$ cat config.mk
export PLATFORM = sky130hd
export DESIGN_NAME = trap_return_restorer
export DESIGN_NICKNAME = d
export VERILOG_FILES = /design/src/rtl/trs_pkg.sv /design/src/rtl/trs_field_unpack.sv /design/src/rtl/trs_pc_seq.sv /design/src/rtl/trs_level_ctrl.sv /design/src/rtl/trap_return_restorer.sv
export SDC_FILE = /design/constraint.sdc
export NUM_CORES = 1
export LEC_CHECK = 0
export BUFFER_PORTS_ARGS = -buffer_cell sky130_fd_sc_hd__buf_2
export CAP_MARGIN = 30
export CORE_ASPECT_RATIO = 1.1
export CORE_MARGIN = 10
export CORE_UTILIZATION = 44
export CTS_CLUSTER_DIAMETER = 40
export DETAILED_ROUTE_END_ITERATION = 8
export GPL_ROUTABILITY_DRIVEN = 0
export PLACE_DENSITY = 0.77
export SLEW_MARGIN = 20
export SYNTH_ARGS = -nofsm -noshare
export SYNTH_HDL_FRONTEND = slang
export SYNTH_HIERARCHICAL = 1
export SYNTH_SLANG_ARGS = --single-unit
$ cat constraint.sdc
create_clock -name clk -period 1.7 [get_ports clk]
set_input_delay 0.085 -clock clk [delete_from_list [all_inputs] [get_ports clk]]
set_output_delay 0.085 -clock clk [all_outputs]
set_load 0.01 [all_outputs]
$ cat src/rtl/trs_pkg.sv
// Package: shared types and field positions for the trap return restorer.
// Assumes the saved-state word is at least 43 bits wide.
package trs_pkg;

    typedef enum logic {
        RET_KIND_DONE  = 1'b0,
        RET_KIND_RETRY = 1'b1
    } ret_kind_e;

    localparam int CCR_LSB    = 32;
    localparam int ASI_LSB    = 24;
    localparam int PST_LSB    = 8;
    localparam int CWP_LSB    = 0;
    localparam int GL_LSB     = 40;
    localparam logic [11:0] PST_KEEP = 12'hF3F;

    typedef struct packed {
        logic [3:0]  xcc;
        logic [3:0]  icc;
        logic [7:0]  asi;
        logic [11:0] pstate;
        logic [2:0]  gl;
    } ret_fields_t;

endpackage

$ cat src/rtl/trs_field_unpack.sv
// Module: splits the packed saved-state word into its restored fields and
// converts the saved window pointer into the internal window numbering.
// Assumes TSTATE_W >= 43 and NWIN <= 256.
module trs_field_unpack
    import trs_pkg::*;
#(
    parameter int TSTATE_W = 64,
    parameter int NWIN     = 8,
    parameter int CWP_W    = (NWIN > 1) ? $clog2(NWIN) : 1
) (
    input  logic [TSTATE_W-1:0] tstate,
    output ret_fields_t         fields,
    output logic [CWP_W-1:0]    cwp
);

    localparam logic [7:0] TOP_WIN = 8'(NWIN - 1);
    localparam bit         POW2    = (NWIN & (NWIN - 1)) == 0;

    logic [7:0] raw_cwp;
    logic [7:0] red_cwp;
    logic [7:0] inv_cwp;
    logic       unused_bits;

    assign raw_cwp = tstate[CWP_LSB +: 8];

    // Reduce the saved pointer into the window range.
    generate
        if (POW2) begin : g_mask
            assign red_cwp = raw_cwp & TOP_WIN;
        end else begin : g_mod
            assign red_cwp = raw_cwp % 8'(NWIN);
        end
    endgenerate

    // Field extraction and window pointer inversion.
    always_comb begin
        fields.xcc    = tstate[CCR_LSB + 4 +: 4];
        fields.icc    = tstate[CCR_LSB +: 4];
        fields.asi    = tstate[ASI_LSB +: 8];
        fields.pstate = tstate[PST_LSB +: 12] & PST_KEEP;
        fields.gl     = tstate[GL_LSB +: 3];
        inv_cwp       = TOP_WIN - red_cwp;
        cwp           = inv_cwp[CWP_W-1:0];
    end

    assign unused_bits = ^{tstate[TSTATE_W-1:43], tstate[23:20], inv_cwp};

endmodule

$ cat src/rtl/trs_pc_seq.sv
// Module: picks the resume PC pair for a done or retry command.
// Assumes instructions are four bytes and the PC wraps at 2^PC_W.
module trs_pc_seq
    import trs_pkg::*;
#(
    parameter int PC_W = 64
) (
    input  ret_kind_e         kind,
    input  logic [PC_W-1:0]   tpc,
    input  logic [PC_W-1:0]   tnpc,
    output logic [PC_W-1:0]   pc,
    output logic [PC_W-1:0]   npc
);

    localparam logic [PC_W-1:0] INSN_BYTES = PC_W'(4);

    // Retry re-executes the trapped instruction; done skips it.
    always_comb begin
        if (kind == RET_KIND_RETRY) begin
            pc  = tpc;
            npc = tnpc;
        end else begin
            pc  = tnpc;
            npc = tnpc + INSN_BYTES;
        end
    end

endmodule

$ cat src/rtl/trs_level_ctrl.sv
// Module: computes the new trap level, global level, hypervisor state and
// the bank-swap request. Assumes the caller has rejected trap level zero.
module trs_level_ctrl #(
    parameter bit HV_EN = 1'b1,
    parameter int TL_W  = 3,
    parameter int HPS_W = 12
) (
    input  logic [TL_W-1:0]  tl,
    input  logic [2:0]       cur_gl,
    input  logic [2:0]       saved_gl,
    input  logic [HPS_W-1:0] saved_hps,
    input  logic [2:0]       held_gl,
    input  logic [HPS_W-1:0] held_hps,
    output logic [TL_W-1:0]  tl_nxt,
    output logic [2:0]       gl_nxt,
    output logic [HPS_W-1:0] hps_nxt,
    output logic             swap
);

    // Trap level always drops by one on an accepted command.
    assign tl_nxt = tl - TL_W'(1);

    generate
        if (HV_EN) begin : g_hv
            // Restore level and state; swap banks only on a level change.
            always_comb begin
                gl_nxt  = saved_gl;
                hps_nxt = saved_hps;
                swap    = saved_gl != cur_gl;
            end
            logic unused_held;
            assign unused_held = ^{held_gl, held_hps};
        end else begin : g_nohv
            // Without hypervisor support the level and state are kept.
            always_comb begin
                gl_nxt  = held_gl;
                hps_nxt = held_hps;
                swap    = 1'b0;
            end
            logic unused_saved;
            assign unused_saved = ^{cur_gl, saved_gl, saved_hps};
        end
    endgenerate

endmodule

$ cat src/rtl/trap_return_restorer.sv
// Module: top of the trap return state restorer. It registers every restored
// field in the cycle the command is sampled and strobes done (or illegal)
// for the following cycle. Assumes cmd inputs are stable around the edge.
module trap_return_restorer
    import trs_pkg::*;
#(
    parameter int PC_W     = 64,
    parameter int TSTATE_W = 64,
    parameter int NWIN     = 8,
    parameter int TL_W     = 3,
    parameter int HPS_W    = 12,
    parameter bit HV_EN    = 1'b1,
    parameter int CWP_W    = (NWIN > 1) ? $clog2(NWIN) : 1
) (
    input  logic                clk,
    input  logic                rst_n,
    input  logic                cmd_valid,
    input  logic                cmd_retry,
    input  logic [TL_W-1:0]     trap_level,
    input  logic [2:0]          cur_gl,
    input  logic [PC_W-1:0]     sv_tpc,
    input  logic [PC_W-1:0]     sv_tnpc,
    input  logic [TSTATE_W-1:0] sv_tstate,
    input  logic [HPS_W-1:0]    sv_hpstate,
    output logic [PC_W-1:0]     pc_out,
    output logic [PC_W-1:0]     npc_out,
    output logic [3:0]          xcc_out,
    output logic [3:0]          icc_out,
    output logic [7:0]          asi_out,
    output logic [11:0]         pstate_out,
    output logic [CWP_W-1:0]    cwp_out,
    output logic [2:0]          gl_out,
    output logic [HPS_W-1:0]    hpstate_out,
    output logic [TL_W-1:0]     tl_out,
    output logic                bank_swap_req,
    output logic                ret_illegal,
    output logic                ret_done
);

    ret_kind_e         kind;
    ret_fields_t       fields;
    logic [CWP_W-1:0]  cwp_nxt;
    logic [PC_W-1:0]   pc_nxt;
    logic [PC_W-1:0]   npc_nxt;
    logic [TL_W-1:0]   tl_nxt;
    logic [2:0]        gl_nxt;
    logic [HPS_W-1:0]  hps_nxt;
    logic              swap_nxt;
    logic              at_level0;

    assign kind      = cmd_retry ? RET_KIND_RETRY : RET_KIND_DONE;
    assign at_level0 = trap_level == '0;

    trs_field_unpack #(
        .TSTATE_W(TSTATE_W), .NWIN(NWIN), .CWP_W(CWP_W)
    ) u_unpack (
        .tstate(sv_tstate), .fields(fields), .cwp(cwp_nxt)
    );

    trs_pc_seq #(.PC_W(PC_W)) u_pcseq (
        .kind(kind), .tpc(sv_tpc), .tnpc(sv_tnpc),
        .pc(pc_nxt), .npc(npc_nxt)
    );

    trs_level_ctrl #(
        .HV_EN(HV_EN), .TL_W(TL_W), .HPS_W(HPS_W)
    ) u_level (
        .tl(trap_level), .cur_gl(cur_gl), .saved_gl(fields.gl),
        .saved_hps(sv_hpstate), .held_gl(gl_out), .held_hps(hpstate_out),
        .tl_nxt(tl_nxt), .gl_nxt(gl_nxt), .hps_nxt(hps_nxt), .swap(swap_nxt)
    );

    // Restored state: loaded as one group on an accepted command.
    always_ff @(posedge clk) begin
        if (!rst_n) begin
            pc_out      <= '0;
            npc_out     <= '0;
            xcc_out     <= '0;
            icc_out     <= '0;
            asi_out     <= '0;
            pstate_out  <= '0;
            cwp_out     <= '0;
            gl_out      <= '0;
            hpstate_out <= '0;
            tl_out      <= '0;
        end else if (cmd_valid && !at_level0) begin
            pc_out      <= pc_nxt;
            npc_out     <= npc_nxt;
            xcc_out     <= fields.xcc;
            icc_out     <= fields.icc;
            asi_out     <= fields.asi;
            pstate_out  <= fields.pstate;
            cwp_out     <= cwp_nxt;
            gl_out      <= gl_nxt;
            hpstate_out <= hps_nxt;
            tl_out      <= tl_nxt;
        end
    end

    // Completion strobes: high for one cycle after the command edge.
    always_ff @(posedge clk) begin
        if (!rst_n) begin
            ret_done      <= 1'b0;
            ret_illegal   <= 1'b0;
            bank_swap_req <= 1'b0;
        end else begin
            ret_done      <= cmd_valid && !at_level0;
            ret_illegal   <= cmd_valid && at_level0;
            bank_swap_req <= cmd_valid && !at_level0 && swap_nxt;
        end
    end

endmodule

## Word-level counts from Yosys, hierarchy flattened

Index checks and enable logic that the tools add are counted.

- Bits in registers: 178
- Output and inout bits: 180
- Word-level logic and storage cells: 25

- Add/subtract/negate cells: 3
- Equality and inequality tests: 1
- Muxes and demuxes: 3
- Reduce and logical (&&, ||, !) cells: 5

Operators with widths:

| cell | number |
|---|---|
| $mux 64 | 2 |
| $add 64x3->64 const B | 1 |
| $logic_and 1x1->1 | 3 |
| $logic_not 3->1 | 1 |
| $ne 3x3->1 | 1 |
| $sub 3x1->3 const B | 1 |
| $sub 3x3->3 const A | 1 |
| $logic_not 1->1 | 1 |
| $mux 1 | 1 |

## Longest topological paths before layout

- Depth in word-level cells: 4
- Gate-level depth with buffers: 9
- Gate-level depth less buffers: 8

## Cells and area by module

Netlist, hierarchy kept.

By module, submodules not included:

| module | instances | cells each | area each (um^2) | seq. area each (um^2) |
|---|---|---|---|---|
| trap_return_restorer | 1 | 776 | 7071.8 | 3603.5 |
| trs_pc_seq | 1 | 292 | 2077.0 | 0.0 |
| trs_field_unpack | 1 | 35 | 247.7 | 0.0 |
| trs_level_ctrl | 1 | 24 | 176.4 | 0.0 |

## Worst setup path before layout

OpenSTA, ideal clock, no wires.

- Kind: input to register
- From: in cmd_retry
- To: reg npc_out[55]
- Library setup time: 72 ps
- Arrival time: 1757 ps
- Slack: -129 ps
- Stages on the path: 9
- Cell sequence: buf_2 > nand4b_4 > nor4_2 > nand4_1 > clkbuf_1 > nor4_1 > xnor2_1 > nand2_1 > mux2i_1

- Longest elaborated chain between the ends: 2

Ends and longest elaborated chain:

| item | line | text |
|---|---|---|
| start, declared | trap_return_restorer.sv:18 | `input logic cmd_retry,` |
| $mux 1 | trap_return_restorer.sv:51 | `assign kind = cmd_retry ? RET_KIND_RETRY : RET_KIND_DONE;` |
| $mux 64 | trs_pc_seq.sv:19 | `if (kind == RET_KIND_RETRY) begin` |
| via npc_nxt[55] | trap_return_restorer.sv:44 | `logic [PC_W-1:0] npc_nxt;` |
| end signal, assigned | trap_return_restorer.sv:88 | `npc_out <= npc_nxt;` |
| end, declared | trap_return_restorer.sv:26 | `output logic [PC_W-1:0] npc_out,` |

The timed path passes the listed nets, and every way through them passes these cells.
A chain may end at the register's enable or synchronous reset.

## Final worst setup path

- From: in sv_tnpc[30]
- To: reg npc_out[46]

- Longest elaborated chain between the ends: 2

Ends and longest elaborated chain:

| item | line | text |
|---|---|---|
| start, declared | trap_return_restorer.sv:22 | `input logic [PC_W-1:0] sv_tnpc,` |
| $add 64x3->64 | trs_pc_seq.sv:24 | `npc = tnpc + INSN_BYTES;` |
| $mux 64 | trs_pc_seq.sv:19 |  |
| via npc_nxt[46] | trap_return_restorer.sv:44 |  |

The timed path passes the listed nets, and every way through them passes these cells.

==> impl_metrics.toml <==
[floorplanning]
die_area_sq_mm = 0.0281
core_region_area_sq_mm = 0.0214
die_w_um = 161
fp-row-count = 56
start_util = 0.448
num_io_pins = 394
die_y_um = 175

[place]
io_buffers = 361
dpl_cell_area_sq_mm = 0.0117
dp.cells = 1740
dp.final_hpwl_um = 22500

[global_route]
grt_usage = 0.210
grt_pass1_wl_um = 48800
grt_max_degree = 92
antenna_found_initial = 1
grt_pass1_vias = 9435
grt-ovfl-total = 0

[route]
detail-route-antenna-nets = 0
first_pass_iters = 5
viasPerCell = 5.00
drt-total-wl_um = 31000
wire_per_inst_um = 16.9
vias = 9143
drc = 0
detail_route.iter0.violations = 505

[job]
max_cap_viol_count = 0

[sta]
hold_viol = 0
drv_slew = 0
skew_ps = 0
max-slew-margin-rel = 0.554
tightest_slew_ps = 669
min_period_ps = 1630
fin_crit_sh = 0.958
clock.fmax_ghz = 0.614
final.setup.tns_ps = 0
finalSetupViolations = 0

[setup_path]
path_max_fanout = 5
cp_slowest_cell = "dlygate4sd3_1"
path_delay_family = "buffers and inverters"
crit_type = "input port to register"
crit_path_start_kind = "input port"
max_stage_delay_ps = 520
r2r_slack_ps = 950
critPathRequiredTime_ps = 2050
path_cells = "dlygate4sd3_1 > buf_2 > nand4_1 > nor2_2 > nand4_4 > buf_4 > nor3_2 > xor2_1 > nand2_1 > mux2i_1"
worstPathArrival_ps = 1970
path_buf_inv = 3
end_kind = "register"

[logic_synthesis]
synth.distinct_cells = 35
synth_seq_area_share = 0.376
avgSynthCellArea_sq_um = 8.49
syn_area_sq_mm = 0.00957
yosysWarnings = 6
ys_top_cells_by_area = "dfxtp_1 (38%), mux2i_1 (19%), nand2_1 (15%), mux2_2 (6.1%), buf_4 (3.8%)"
syn_inst = 1127
ys_ff_latch = 180
synth.top_cell.area_share = 0.376
synth_top_area_cell = "dfxtp_1"

[clock_tree]
cts_tree = "yes"
clock_latency_ps = 420
clock_sinks = 180
htreeDepth = 4
cts.clk_slew.worst_paths_ps = 80
cts_buffer_depth = 2
root_buffer = "clkbuf_16"
cts_buffers = 17

[worst_hold_path]
hp-class = "input port to register"

[final_layout]
fill_cells = 1786
final_cell_area_sq_mm = 0.0129
final_cells = 1830
area_growth_pct = 35.1
layout.nets = 1742
drive_gt1_frac = 0.358
post-route-util = 0.605

[power]
p_leak_nw = 6.41
ir_worst_vdd_mv = 0.619
p_per_area_mw_per_mm2 = 831

[outcome]
status = "finished, final reports clean"
[layer usage]
layer  share of wire  global-route usage  wire length, um
met1            0.38               0.221            11800
met2            0.51               0.377            15700
met3           0.080              0.0708             2480
met4           0.034              0.0804             1050
met5               0                   0                0
[placed cells by master (no fill, tap or decap), types with 6 or more instances in the layout]
master         synthesis  final
dlygate4sd3_1          0     56
o21ai_0               12     12
inv_6                  0      6
xor2_1                31     31
buf_4                 48     77
nand2_1              387    387
inv_1                 19     19
nand4_1               17     17
xnor2_1               34     34
nand3_1               21     20
clkbuf_16              0     17
nor2_1                20     18
mux2_2                52     52
dfxtp_1              180    180
mux2i_1              177    177
buf_2                 14    359
and3_1                 7      7
nor3_1                14     11
nor3_2                 7      9
[worst register-to-register path: cells and delay by family, from the launching register on]
family,cells,cell delay (ps)
flops,1,370
simple gates,1,80
mux,1,210
[state kept, by name (all words and copies together), names as in the netlist]
register,cells
ret_done,1
icc_out,4
gl_out,3
npc_out,64
pstate_out,12
ret_illegal,1
bank_swap_req,1
xcc_out,4
tl_out,3
hpstate_out,12
pc_out,64
asi_out,8
cwp_out,3
[kinds of logic (layout without fill, tap and decap cells)]
| family | after synthesis | after routing | share of synthesized area |
|---|---|---|---|
| AND/OR/NAND/NOR | 496 | 496 | 0.220 |
| other | 1 | 3 | 0.000392 |
| adder cells (fa/ha/maj) | 2 | 2 | 0.00261 |
| multiplexers | 229 | 229 | 0.246 |
| AO/OA/AOI/OAI | 14 | 14 | 0.00797 |
| XOR/XNOR | 65 | 65 | 0.0595 |
| flip-flops | 180 | 180 | 0.376 |
| buffers and inverters | 140 | 551 | 0.0865 |
[worst paths after layout]
path,cells past startpoint,start,to
worst max-delay path,10,sv_tnpc[30],npc_out[46]
worst min-delay path,4,sv_tnpc[57],npc_out[57]
worst max register to register,2,asi_out[7],asi_out[7]
worst min register to register,2,npc_out[40],npc_out[40]
[synth_stat cells (all sizes together)]
library cell,n
nor2,20
and3,7
nand4,18
and4,2
nor2b,1
or4,1
nand4b,1
nor3,21
o21ai,12
nand2b,1
conb,1
and2,2
nand2,387
xor2,31
mux2,52
dfxtp,180
nand3,21
inv,19
clkbuf,43
ha,2
xnor2,34
or3,3
o31a,1
buf,78
a21o,1
mux2i,177
nor4,8
or2,3
[through the flow]
| stage | power [mW] | hold slack [ps] | setup WS (ps) |
|---|---|---|---|
| global placement | 6.63 | 301 | -235 |
| finish | 10.7 | 25.4 | 71.3 |
| floorplan | 5.88 | 160 | 9.77 |
| detailed placement | 6.68 | 310 | -286 |
| global route | 11.2 | 31.7 | -4.39 |
| CTS | 10.8 | 3.48 | 14.7 |
[cell type report]
cell class / instances / area, sq um / area share
antenna: 1 / 2.50 / 0.000193
multi-input combinational: 808 / 5230 / 0.404
tap: 290 / 363 / 0.0281
clock buffer: 19 / 443 / 0.0342
clock inverter: 13 / 148 / 0.0114
inverter: 19 / 71.3 / 0.00551
sequential: 180 / 3600 / 0.279
timing repair buffer: 500 / 3070 / 0.238
[power breakdown]
part	internal, mW	total (mW)	leakage, nW	switching, mW
clock network	2.15	4.04	0.294	1.89
registers	4.51	4.66	1.48	0.153
logic	0.970	2.04	4.64	1.07
[what timing repair did]
item                                    4_1_cts  5_1_grt
hold buffers                                 56        0
resized for setup                             0       12
setup buffers                                 0        1
hold endpoints to repair                     56        0
endpoints found under the setup margin        0       19
(Power assumes the default switching activity.)
